`config.mk`:
```
export PLATFORM = sky130hd
export DESIGN_NAME = adc_scan_seq
export DESIGN_NICKNAME = d
export VERILOG_FILES = /design/src/rtl/adc_seq_pkg.sv /design/src/rtl/adc_phase_timer.sv /design/src/rtl/adc_ch_pick.sv /design/src/rtl/adc_scan_seq.sv
export SDC_FILE = /design/constraint.sdc
export NUM_CORES = 1
export LEC_CHECK = 0
export BUFFER_PORTS_ARGS = -buffer_cell sky130_fd_sc_hd__buf_4
export CORE_ASPECT_RATIO = 1.5
export CORE_MARGIN = 8
export CORE_UTILIZATION = 25
export DETAILED_ROUTE_END_ITERATION = 12
export GPL_TIMING_DRIVEN = 0
export PLACE_DENSITY = 0.43
export SLEW_MARGIN = 40
export SYNTH_ARGS = -nofsm -noshare
export SYNTH_HDL_FRONTEND = slang
export SYNTH_SLANG_ARGS = --single-unit
```
`constraint.sdc`:
```
create_clock -name clk -period 5.1 [get_ports clk]
set_input_delay 1.275 -clock clk [delete_from_list [all_inputs] [get_ports clk]]
set_output_delay 1.275 -clock clk [all_outputs]
set_load 0.05 [all_outputs]
```
`src/rtl/adc_seq_pkg.sv`:
```
package adc_seq_pkg;

  // Phase codes, visible on the phase port
  typedef enum logic [2:0] {
    PH_IDLE = 3'd0,
    PH_DIS  = 3'd1,
    PH_SMP  = 3'd2,
    PH_CNV  = 3'd3,
    PH_GAP  = 3'd4
  } phase_e;

endpackage

```
`src/rtl/adc_phase_timer.sv`:
```
// Down-counter shared by all timed phases; done is high on the last cycle.
module adc_phase_timer #(
  parameter int CNT_W = 8
) (
  input  logic             clk,
  input  logic             rst,
  input  logic             load,
  input  logic [CNT_W-1:0] load_val,
  output logic             done
);

  logic [CNT_W-1:0] cnt_q;

  always_ff @(posedge clk) begin
    if (rst)              cnt_q <= '0;
    else if (load)        cnt_q <= load_val;
    else if (cnt_q != '0) cnt_q <= cnt_q - 1'b1;
  end

  assign done = (cnt_q == '0);

  // a loaded count is what the next cycle holds
  p_load_taken_r1: assert property (@(posedge clk) disable iff (rst)
    load |=> (cnt_q == $past(load_val)))
    else $error("timer did not take load value");

endmodule

```
`src/rtl/adc_ch_pick.sv`:
```
// Finds the lowest set mask bit at or above a start index.
module adc_ch_pick #(
  parameter  int NUM_CH = 8,
  localparam int CH_W   = $clog2(NUM_CH)
) (
  input  logic [NUM_CH-1:0] mask,
  input  logic [CH_W:0]     from,
  output logic              found,
  output logic [CH_W-1:0]   idx
);

  logic [NUM_CH-1:0] qual;

  for (genvar g = 0; g < NUM_CH; g++) begin : g_qual
    assign qual[g] = mask[g] && (from <= (CH_W+1)'(g));
  end

  always_comb begin
    found = 1'b0;
    idx   = '0;
    for (int j = NUM_CH - 1; j >= 0; j--) begin
      if (qual[j]) begin
        found = 1'b1;
        idx   = CH_W'(j);
      end
    end
  end

  // a reported channel is always a selected one at or past the start
  always_comb begin
    if (found) begin
      p_pick_hit_r3: assert (mask[idx] && ((CH_W+1)'(idx) >= from))
        else $error("picked channel not selected");
    end
  end

endmodule

```
`src/rtl/adc_scan_seq.sv`:
```
module adc_scan_seq
  import adc_seq_pkg::*;
#(
  parameter  int NUM_CH  = 8,
  parameter  int CNT_W   = 8,
  parameter  int RES_W   = 12,
  parameter  int GAP_CYC = 5,
  localparam int CH_W    = $clog2(NUM_CH)
) (
  input  logic              clk,
  input  logic              rst,
  input  logic              enable,
  input  logic              continuous,
  input  logic              trigger,
  input  logic [NUM_CH-1:0] ch_mask,
  input  logic [CNT_W-1:0]  dis_len,
  input  logic [CNT_W-1:0]  smp_len,
  input  logic [CNT_W-1:0]  cnv_len,
  output logic              busy,
  output logic [2:0]        phase,
  output logic              conv_start,
  output logic [CH_W-1:0]   conv_ch,
  input  logic              conv_done,
  input  logic [RES_W-1:0]  conv_data,
  output logic              res_valid,
  output logic [CH_W-1:0]   res_ch,
  output logic [RES_W-1:0]  res_data
);

  localparam logic [CNT_W-1:0] GAP_LOAD = CNT_W'(GAP_CYC - 1);
  localparam int               GRUN_W   = $clog2(GAP_CYC + 2);

  // Length-to-counter-load; zero behaves as a one-cycle phase
  function automatic logic [CNT_W-1:0] len_load(input logic [CNT_W-1:0] len);
    return (len == '0) ? '0 : len - 1'b1;
  endfunction

  phase_e            st, st_n;
  logic [CH_W-1:0]   cur, ch_n;
  logic [NUM_CH-1:0] mask_q;
  logic [CNT_W-1:0]  smp_q, cnv_q, dis_q;
  logic [RES_W-1:0]  cap_q;
  logic              tmr_ld, tmr_done, latch, start_n, emit;
  logic [CNT_W-1:0]  tmr_val;
  logic              first_found, next_found;
  logic [CH_W-1:0]   first_idx, next_idx;

  adc_phase_timer #(.CNT_W(CNT_W)) u_timer (
    .clk      (clk),
    .rst      (rst),
    .load     (tmr_ld),
    .load_val (tmr_val),
    .done     (tmr_done)
  );

  // First channel of a fresh scan, taken from the live mask
  adc_ch_pick #(.NUM_CH(NUM_CH)) u_first (
    .mask  (ch_mask),
    .from  ('0),
    .found (first_found),
    .idx   (first_idx)
  );

  // Following channel of the running scan, from the held mask
  adc_ch_pick #(.NUM_CH(NUM_CH)) u_next (
    .mask  (mask_q),
    .from  ((CH_W+1)'(cur) + (CH_W+1)'(1)),
    .found (next_found),
    .idx   (next_idx)
  );

  always_comb begin
    st_n    = st;
    ch_n    = cur;
    tmr_ld  = 1'b0;
    tmr_val = '0;
    latch   = 1'b0;
    start_n = 1'b0;
    emit    = 1'b0;
    case (st)
      PH_IDLE: begin
        if (enable && trigger && first_found) begin
          st_n    = PH_DIS;
          ch_n    = first_idx;
          latch   = 1'b1;
          tmr_ld  = 1'b1;
          tmr_val = len_load(dis_len);
        end
      end
      PH_DIS: begin
        if (tmr_done) begin
          st_n    = PH_SMP;
          tmr_ld  = 1'b1;
          tmr_val = len_load(smp_q);
        end
      end
      PH_SMP: begin
        if (tmr_done) begin
          st_n    = PH_CNV;
          tmr_ld  = 1'b1;
          tmr_val = len_load(cnv_q);
          start_n = 1'b1;
        end
      end
      PH_CNV: begin
        if (tmr_done) begin
          emit = 1'b1;
          if (next_found) begin
            if (enable) begin
              st_n    = PH_GAP;
              tmr_ld  = 1'b1;
              tmr_val = GAP_LOAD;
            end else begin
              st_n = PH_IDLE;
            end
          end else if (continuous && enable && first_found) begin
            st_n    = PH_DIS;
            ch_n    = first_idx;
            latch   = 1'b1;
            tmr_ld  = 1'b1;
            tmr_val = len_load(dis_len);
          end else begin
            st_n = PH_IDLE;
          end
        end
      end
      PH_GAP: begin
        if (tmr_done) begin
          if (enable) begin
            st_n    = PH_DIS;
            ch_n    = next_idx;
            tmr_ld  = 1'b1;
            tmr_val = len_load(dis_q);
          end else begin
            st_n = PH_IDLE;
          end
        end
      end
      default: st_n = PH_IDLE;
    endcase
  end

  always_ff @(posedge clk) begin
    if (rst) begin
      st         <= PH_IDLE;
      cur        <= '0;
      mask_q     <= '0;
      dis_q      <= '0;
      smp_q      <= '0;
      cnv_q      <= '0;
      cap_q      <= '0;
      conv_start <= 1'b0;
      res_valid  <= 1'b0;
      res_ch     <= '0;
      res_data   <= '0;
      busy       <= 1'b0;
    end else begin
      st         <= st_n;
      cur        <= ch_n;
      conv_start <= start_n;
      res_valid  <= emit;
      busy       <= (st_n != PH_IDLE) || emit;
      if (latch) begin
        mask_q <= ch_mask;
        dis_q  <= dis_len;
        smp_q  <= smp_len;
        cnv_q  <= cnv_len;
      end
      if (st == PH_CNV && conv_done) cap_q <= conv_data;
      if (emit) begin
        res_ch   <= cur;
        res_data <= (st == PH_CNV && conv_done) ? conv_data : cap_q;
      end
    end
  end

  assign phase   = st;
  assign conv_ch = cur;

  // Length of each gap, counted for the checks below
  logic [GRUN_W-1:0] gap_run;
  always_ff @(posedge clk) begin
    if (rst)               gap_run <= '0;
    else if (st == PH_GAP) gap_run <= gap_run + 1'b1;
    else                   gap_run <= '0;
  end

  // every gap lasts exactly GAP_CYC cycles
  p_gap_len_r2: assert property (@(posedge clk) disable iff (rst)
    (st != PH_GAP && $past(st) == PH_GAP) |-> (gap_run == GRUN_W'(GAP_CYC)))
    else $error("gap length wrong");

  // converter start only in convert phase, never two cycles running
  p_start_in_cnv_r8: assert property (@(posedge clk) disable iff (rst)
    conv_start |-> (st == PH_CNV))
    else $error("start outside convert");

  p_start_pulse_r8: assert property (@(posedge clk) disable iff (rst)
    conv_start |=> !conv_start)
    else $error("start longer than one cycle");

  // a result only follows a convert cycle
  p_res_after_cnv_r9: assert property (@(posedge clk) disable iff (rst)
    res_valid |-> ($past(st) == PH_CNV))
    else $error("result not after convert");

  // when not busy the sequencer is idle and silent
  p_idle_when_free_r5: assert property (@(posedge clk) disable iff (rst)
    !busy |-> (st == PH_IDLE && !res_valid))
    else $error("activity while not busy");

  // a convert followed directly by discharge is a restart and carries a result
  p_restart_res_r6: assert property (@(posedge clk) disable iff (rst)
    ($past(st) == PH_CNV && st == PH_DIS) |-> res_valid)
    else $error("restart without result");

endmodule

```
### Word level (Yosys, flattened, before mapping)

Index checks and enable logic that the tools add are counted.

* flip-flop bits (word level): 76
* input bits: 50
* output and inout port bits: 24

* add/sub/neg operators: 6
* order comparisons: 8
* equal/unequal tests: 10
* multiplexer cells: 78
* bitwise gates (word level): 1
* reduce and logical (&&, ||, !) cells: 27

Operators with widths (count)
* 2-to-1 mux 8 bit: 14
* 2-to-1 mux 3 bit: 30
* zero test 8 bit: 5
* case mux 8 bit (5 select lines): 1
* subtractor 8 x 1 -> 8 bit (second input constant): 5
* 2-to-1 mux 1 bit: 28
* <= comparator 4 x 3 -> 1 bit (second input constant): 4
* case mux 3 bit (5 select lines): 1
* logical AND 1 bit: 13
* 2-to-1 mux 12 bit: 1
* inequality test 2 bit (second input constant): 6
* case mux 3 bit (3 select lines): 1
* <= comparator 4 x 1 -> 1 bit (second input constant): 2
* <= comparator 4 x 2 -> 1 bit (second input constant): 2
* nonzero test 8 bit: 1
* AND reduction 7 bit: 1
* == test 3 x 2 -> 1 bit (second input constant): 2
* nonzero test 3 bit: 2
* adder 3 x 1 -> 4 bit (second input constant): 1
* case mux 1 bit (4 select lines): 1
* OR reduction 2 bit: 2
* == test 3 x 1 -> 1 bit (second input constant): 1
* == test 3 bit (second input constant): 1
* zero test 3 bit: 1
* 4 further kinds: 4

### Depth between registers and ports, before layout

Gate-level depths: netlist of the first run.

* depth in word-level cells: 16
* mapped depth: 10
* gate-level depth less buffers: 8

### Modules after synthesis

From an unflattened synthesis of the first run, not the netlist that was laid out.

* cell total of the unflattened synthesis: 548
* area, all modules: 4471.8 µm²

Modules (own cells, without submodules)
* adc_scan_seq: instances 1, cells each 431, area an instance 3608.5 µm²
* adc_phase_timer: instances 1, cells each 53, area an instance 475.5 µm²
* adc_ch_pick: instances 2, cells each 32, area an instance 193.9 µm²

### Worst setup path after synthesis of the first run

No wires, ideal clock.

* path kind: input-to-reg
* start: in ch_mask[4]
* end: reg u_timer.cnt_q[6]
* library setup time: 0.088 ns
* data arrival time: 2.991 ns
* path slack: 2.021 ns
* cell stages on the path: 7
* cell sequence: or4_4 o31a_1 and4_1 clkbuf_2 a31oi_4 nand2_1 a311oi_2

* word-level cells in the longest chain between the ends: 11

RTL lines
* from (decl): line adc_scan_seq.sv:15 `input logic [NUM_CH-1:0] ch_mask,`
* 2-to-1 mux 1 bit (*) (5 in a row): line adc_ch_pick.sv:22 `if (qual[j]) begin`
* logical AND 1 bit: line adc_scan_seq.sv:116 `end else if (continuous && enable && first_found) begin`
* 2-to-1 mux 8 bit or 2-to-1 mux 1 bit (tied branches): line adc_scan_seq.sv:116
* 2-to-1 mux 8 bit or 2-to-1 mux 1 bit (tied branches): line adc_scan_seq.sv:108 `if (next_found) begin`
* 2-to-1 mux 8 bit or 2-to-1 mux 1 bit (tied branches): line adc_scan_seq.sv:106 `if (tmr_done) begin`
* case mux 8 bit (5 select lines) or case mux 1 bit (4 select lines) (tied branches): line adc_scan_seq.sv:80 `case (st)`
* 2-to-1 mux 8 bit or nonzero test 2 bit (tied branches)
* to (signal assigned): line adc_phase_timer.sv:16 `else if (load) cnt_q <= load_val;`
* to (signal assigned): line adc_phase_timer.sv:17 `else if (cnt_q != '0) cnt_q <= cnt_q - 1'b1;`
* to (decl): line adc_phase_timer.sv:12 `logic [CNT_W-1:0] cnt_q;`

Every way passes the cells marked *; elsewhere a longest branch is shown, timed or not.
A chain may end at the register's enable or synchronous reset.

### Worst setup path after layout of the first run

* start: in ch_mask[4]
* end: reg u_timer.cnt_q[5]

Same word-level chain as after synthesis.

==> flow_summary.toml, run 1 <==
[outcome]
status = "finished, final reports clean"

[place]
place_congestion = 0.843
pre_cts_slack_ns = 1.43
portBuffers = 72
dp.cells = 824
hpwlAfterDp_mm = 11.9

[final_layout]
n_antenna_cell = 0
final_net_count = 686
stdcell_count = 840
area_growth_pct = 25.5
drive_gt1_share_pct = 21.2

[routing]
first_pass_iters = 4
drc = 0
drt_wl_total_mm = 15.1
wl_per_cell_um = 18.0
via_per_inst = 5.09
vias = 4273
drtAntennaViolNets = 0
detail_route.iter0.violations = 240

[critical_path]
end_kind = "register"
crit_buf_inv = 3
path_cells = "buf_4 -> or4_4 -> o31a_1 -> and4_1 -> clkbuf_2 -> clkbuf_1 -> o21ai_0 -> a31oi_1"
crit_fanout = 10
critPathLaunchType = "input pin"
cp.required_ns = 5.29
path_class = "input pin to register"
cp_slowest_stage_delay_ns = 0.57
cp_data_arrival_time_ns = 3.48
cp_slowest_cell = "or4_4"
critPathTopFamily = "compound AO/OA/AOI/OAI gates"

[pwr]
p_sw_share_pct = 35.6
p_sw_mw = 0.745
max-vdd-ir-drop_mv = 0.146
clkPwrFrac_pct = 31.6
leakage_nw = 2.16
p_int_mw = 1.35
p_per_area_nw_per_um2 = 381
comb_power_share_pct = 33.6
sequentialPowerShare_pct = 34.8

[timing]
slew-limit-headroom_pct = 47.0
worst_slew_pin_slew_ns = 0.795
fin_crit_ns = 3.29
fin_ws_ns = 1.81
hold_ws_ns = 0.453
clock_skew_ns = 0.00758
setup_violations = 0
hold_viol = 0
fin_crit_sh_pct = 64.5
final_max_slew_viol_count = 0
max_freq_mhz = 304
rsz0062_at_grt = "false"
setup_tns_ns = 0

[synth]
syn_area_um2 = 4390
ys_types = 63
synth_edf_count = 0
seq_area_frac_synth_pct = 34.7
synthTopCellsByCount = "dfxtp_1, nor2_1, a21oi_1"
ys_warn_count = 0
syn_area_per_cell_um2 = 8.14
synth_fp_nets = 603
async_flop_share_pct = 0
synth_seq_cells = 76
synth_most_common_cell = "dfxtp_1"
netlist_instances = 539
synth_top_area_cell = "dfxtp_1"
synth.top_cell.area_share_pct = 34.7
ys.flop_type = "dfxtp_1"
synth_top_cells_by_area = "dfxtp_1, a21oi_1, o21ai_0, nor2_1, ha_1"

[clock_network]
cts_root_buffer = "clkbuf_16"
cts_buffers = 9
path_clk_slew_ns = 0.06
cts_sinks = 76
clk_latency_ns = 0.34
clock_path_buffers = 2
cts_hold_buf = 0
cts_resized = 0
tritoncts = "built"
h-tree-depth = 3
post-cts-setup-buffers = 0

[floorplanning]
rows = 59
die_y_um = 178
die_w_um = 124
dieArea_um2 = 22100
floorplan.initialDensity_pct = 25.4
num_io_pins = 74
core_area_um2 = 17300

[global_route]
busiest_layer = "met2"
grtUsageMet1_pct = 14.5
grt_overflow = 0
first_global_vias = 4436
grt_pass1_wl_mm = 23.4
grt_use_met3_pct = 1.74
grt_usage_pct = 13.8
grt_max_degree = 13
met2_usage_pct = 25.7
antenna_found_initial = 0

[run]
drv_cap = 0

[min_path]
hold_class = "register to register"
[worst paths after layout]
check	end	startpoint	slack [ns]	cells past startpoint
setup / recovery	u_timer.cnt_q[5]$_SDFFE_PP0P_	ch_mask[4]	1.81	8
hold / removal	res_ch[2]$_SDFFE_PP0P_	res_ch[2]$_SDFFE_PP0P_	0.45	2
setup reg to reg	u_timer.cnt_q[7]$_SDFFE_PP0P_	conv_ch[0]$_SDFFE_PP0P_	1.83	9
hold reg to reg	res_ch[2]$_SDFFE_PP0P_	res_ch[2]$_SDFFE_PP0P_	0.45	2
[per-layer routing]
metal,share of wire [%],vias to the layer above,routed length (um)
li1,-,2133,-
met1,39,2040,5970
met2,54,72,8220
met3,2.3,28,349
met4,3.8,0,578
met5,0,-,0
[registers in the layout, summed over array words and instances, names as in the netlist]
register	count
cap_q	12
res_data	12
cnv_q	8
dis_q	8
mask_q	8
smp_q	8
u_timer.cnt_q	8
conv_ch	3
phase	3
res_ch	3
busy	1
conv_start	1
res_valid	1
[cell families after synthesis]
family / synth area share, %
fa+ha+maj: 3.99
compound gates: 23.2
mux: 4.13
xor+xnor: 4.59
flops: 34.7
simple gates: 23.9
buf+inv: 5.47
[cells in the final DEF, fill, tap and decap left out, types with 9 or more instances in the layout]
cell and instances:
dfxtp_1 76, buf_4 73, nor2_1 55, a21oi_1 48, o21ai_0 46, nand2_1 34
nand3_1 33, inv_1 19, clkbuf_1 19, mux2i_1 17, a211oi_1 16, ha_1 14
nand3_2 12, xor2_1 12, xnor2_1 11, nor3_1 10, clkbuf_16 9
[per-stage QoR]
step | instance area [um^2] | util [%] | power, mW
global route | 5510 | 31.9 | 2.21
CTS | 5510 | 31.9 | 2.11
floorplan | 4390 | - | 1.24
global placement | 5190 | 30.1 | 1.44
detailed placement | 5200 | 30.1 | 1.44
finish | 5510 | 31.9 | 2.10
[layout make-up]
class	count	area, um^2
Timing Repair Buffer	72	541
Fill cell	1904	11800
Sequential cell	76	1520
Multi-Input combinational cell	410	2630
Inverter	19	71.3
Clock buffer	13	260
Clock inverter	3	43.8
Tap cell	213	267
Buffer	34	169
[tightest hold or removal path: stages, from the launching register on]
cell and delay (ns):
dfxtp_1 0.31, nand2_1 0.05, a21oi_1 0.05
[power by group through the flow]
stage          logic [mW]  clock network, mW  registers [mW]
5_1_grt             0.779              0.693           0.739
6_report            0.703              0.662           0.730
3_3_place_gp        0.695                  0           0.740
2_1_floorplan       0.493                  0           0.746
3_5_place_dp        0.701                  0           0.744
4_1_cts             0.707              0.673           0.731
(Power assumes the default switching activity.)
==> run 2: changes to the inputs <==
clock period = 3.2 ns   (was 5.1 ns; I/O delays follow)
==> run 2 against run 1 <==
Against the previous run:
- sequential power rose by 59%
- non-clock buffer count is 1 higher
- core utilization up 0.10 points
- first-iteration DRC count shrank 10%
- via count fell by 0.26%
- sequential share of layout area down 0.065 points
- power increased by 59%
- largest cell class unchanged
- highest routed layer unchanged
==> flow_summary.toml, run 2 (synthesis results as in run 1) <==
[clock_network]
cts_root_buffer = "clkbuf_16"
tritoncts = "built"
cts_sinks = 76
h-tree-depth = 3
cts_hold_buf = 0
cts_buffers = 9
clock_path_buffers = 2
path_clk_slew_ns = 0.06
clk_latency_ns = 0.34

[pwr]
p_per_area_nw_per_um2 = 604
sequentialPowerShare_pct = 34.9
comb_power_share_pct = 33.6
p_sw_share_pct = 35.5
p_int_mw = 2.15
max-vdd-ir-drop_mv = 0.234
clkPwrFrac_pct = 31.5
p_sw_mw = 1.18
leakage_nw = 2.16

[timing]
setup_violations = 0
clock_skew_ns = 0.00887
worst_slew_pin_slew_ns = 0.795
hold_ws_ns = 0.451
fin_crit_ns = 2.96
rsz0062_at_grt = "false"
max_freq_mhz = 338
hold_viol = 0
final_max_slew_viol_count = 0
slew-limit-headroom_pct = 47.0
setup_tns_ns = 0
fin_crit_sh_pct = 92.4

[critical_path]
cp_slowest_stage_delay_ns = 0.60
end_kind = "register"
startpoint = "conv_ch[1]$_SDFFE_PP0P_"
path_class = "register to register"
rrSetupSlack_ns = 0.24
rr_worst_depth = 10
cp_data_arrival_time_ns = 3.15
crit_path_end = "cnv_q[5]$_SDFFE_PP0P_"
critPathLaunchType = "register"
reg2reg_to = "cnv_q[5]$_SDFFE_PP0P_"
crit_buf_inv = 4
critPathTopFamily = "compound AO/OA/AOI/OAI gates"
crit_fanout = 10
cp.required_ns = 3.39
cp_common_cell = "inv_1"
critical_path_depth = 10
cp_slowest_cell = "or4_1"
path_cells = "inv_1 -> ha_1 -> inv_1 -> o311ai_2 -> o211ai_1 -> or4_1 -> buf_2 -> buf_6 -> nand3_1 -> a21oi_1"
r2r-start = "conv_ch[1]$_SDFFE_PP0P_"

[final_layout]
drive_gt1_share_pct = 21.5
final_net_count = 687
n_antenna_cell = 0
n_fill_cell = 1903
largestRegisters = "cap_q x12, res_data x12"
design_area_um2 = 5520
final_common_cell = "dfxtp_1"
layout_common_cells = "dfxtp_1, buf_4, nor2_1"
area_growth_pct = 25.9

[routing]
drt_wl_total_mm = 15.1
drc = 0
first_pass_iters = 4
drtAntennaViolNets = 0
detail_route.iter0.violations = 216
wl_per_cell_um = 18.0
via_per_inst = 5.07
vias = 4262

[min_path]
hold_class = "register to register"

[global_route]
antenna_found_initial = 0
grt_max_degree = 13
grt_pass1_wl_mm = 23.4
first_global_vias = 4439
grt_usage_pct = 13.8
grt_overflow = 0

[floorplanning]
dieArea_um2 = 22100
die_w_um = 124
floorplan.initialDensity_pct = 25.4
core_area_um2 = 17300
die_y_um = 178
num_io_pins = 74
rows = 59

[place]
portBuffers = 72
dpl_cell_area_um2 = 5200
place_congestion = 0.843
hpwlAfterDp_mm = 11.9

[outcome]
status = "finished, final reports clean"

[run]
drv_cap = 0
run 2: cell count changes in the layout (fill, tap and decap cells not counted), sizes merged:
cell  change
buf       +1
run 2: final cells by class:
class / count / area, um^2 / share of cell area [%]
buffer: 34 / 169 / 3.06
tap: 213 / 267 / 4.83
clock buffer: 13 / 260 / 4.71
inverter: 19 / 71.3 / 1.29
sequential: 76 / 1520 / 27.6
timing repair buffer: 73 / 548 / 9.92
clock inverter: 3 / 43.8 / 0.793
multi-input combinational: 410 / 2640 / 47.8
run 2: how the worst min path moves through the flow:
stage / from / end / slack [ns] / depth (start not counted)
6_report: res_ch[2]$_SDFFE_PP0P_ / res_ch[2]$_SDFFE_PP0P_ / 0.45 / 2
3_5_place_dp: res_ch[2]$_SDFFE_PP0P_ / res_ch[2]$_SDFFE_PP0P_ / 0.45 / 2
3_3_place_gp: res_ch[0]$_SDFFE_PP0P_ / res_ch[0]$_SDFFE_PP0P_ / 0.45 / 2
5_1_grt: res_ch[0]$_SDFFE_PP0P_ / res_ch[0]$_SDFFE_PP0P_ / 0.48 / 2
2_1_floorplan: mask_q[4]$_SDFFE_PP0P_ / mask_q[4]$_SDFFE_PP0P_ / 0.44 / 2
4_1_cts: res_ch[2]$_SDFFE_PP0P_ / res_ch[2]$_SDFFE_PP0P_ / 0.46 / 2
run 2: per-stage QoR:
stage	total power [mW]	utilization (%)	std cells	setup WS, ns
final	3.33	32.0	841	0.242
after global routing	3.53	32.0	841	0.0391
after CTS	3.37	31.9	840	0.0853
after detailed placement	2.30	30.1	824	-0.0980
after global placement	2.29	30.1	824	-0.0809
after floorplan	1.98	-	539	0.331
run 2: power by group through the flow:
| stage | logic, mW | registers, mW | clock network [mW] |
|---|---|---|---|
| 2_1_floorplan | 0.786 | 1.19 | 0 |
| 5_1_grt | 1.24 | 1.18 | 1.11 |
| 3_5_place_dp | 1.12 | 1.19 | 0 |
| 6_report | 1.12 | 1.16 | 1.05 |
| 4_1_cts | 1.13 | 1.16 | 1.07 |
| 3_3_place_gp | 1.11 | 1.18 | 0 |
run 2: worst min-delay path, delay by kind of cell (launching register included):
kind	cells	cell delay [ns]
DFF	1	0.31
AOI/OAI and AO/OA	1	0.05
and+or+nand+nor	1	0.05
run 2: per-layer routing:
layer / vias up / track usage (%) / share of wire [%]
met4: 0 / 7.27 / 3.7
met1: 2027 / 14.5 / 39
met3: 26 / 1.74 / 2.3
met5: - / 0 / 0
li1: 2131 / - / -
met2: 78 / 25.7 / 55
run 2: repair_timing:
item | 4_1_cts | 5_1_grt
setup endpoints to repair | 18 | 29
gates resized for setup | 1 | 1
pin swaps | 0 | 1
buffers inserted | 0 | 1
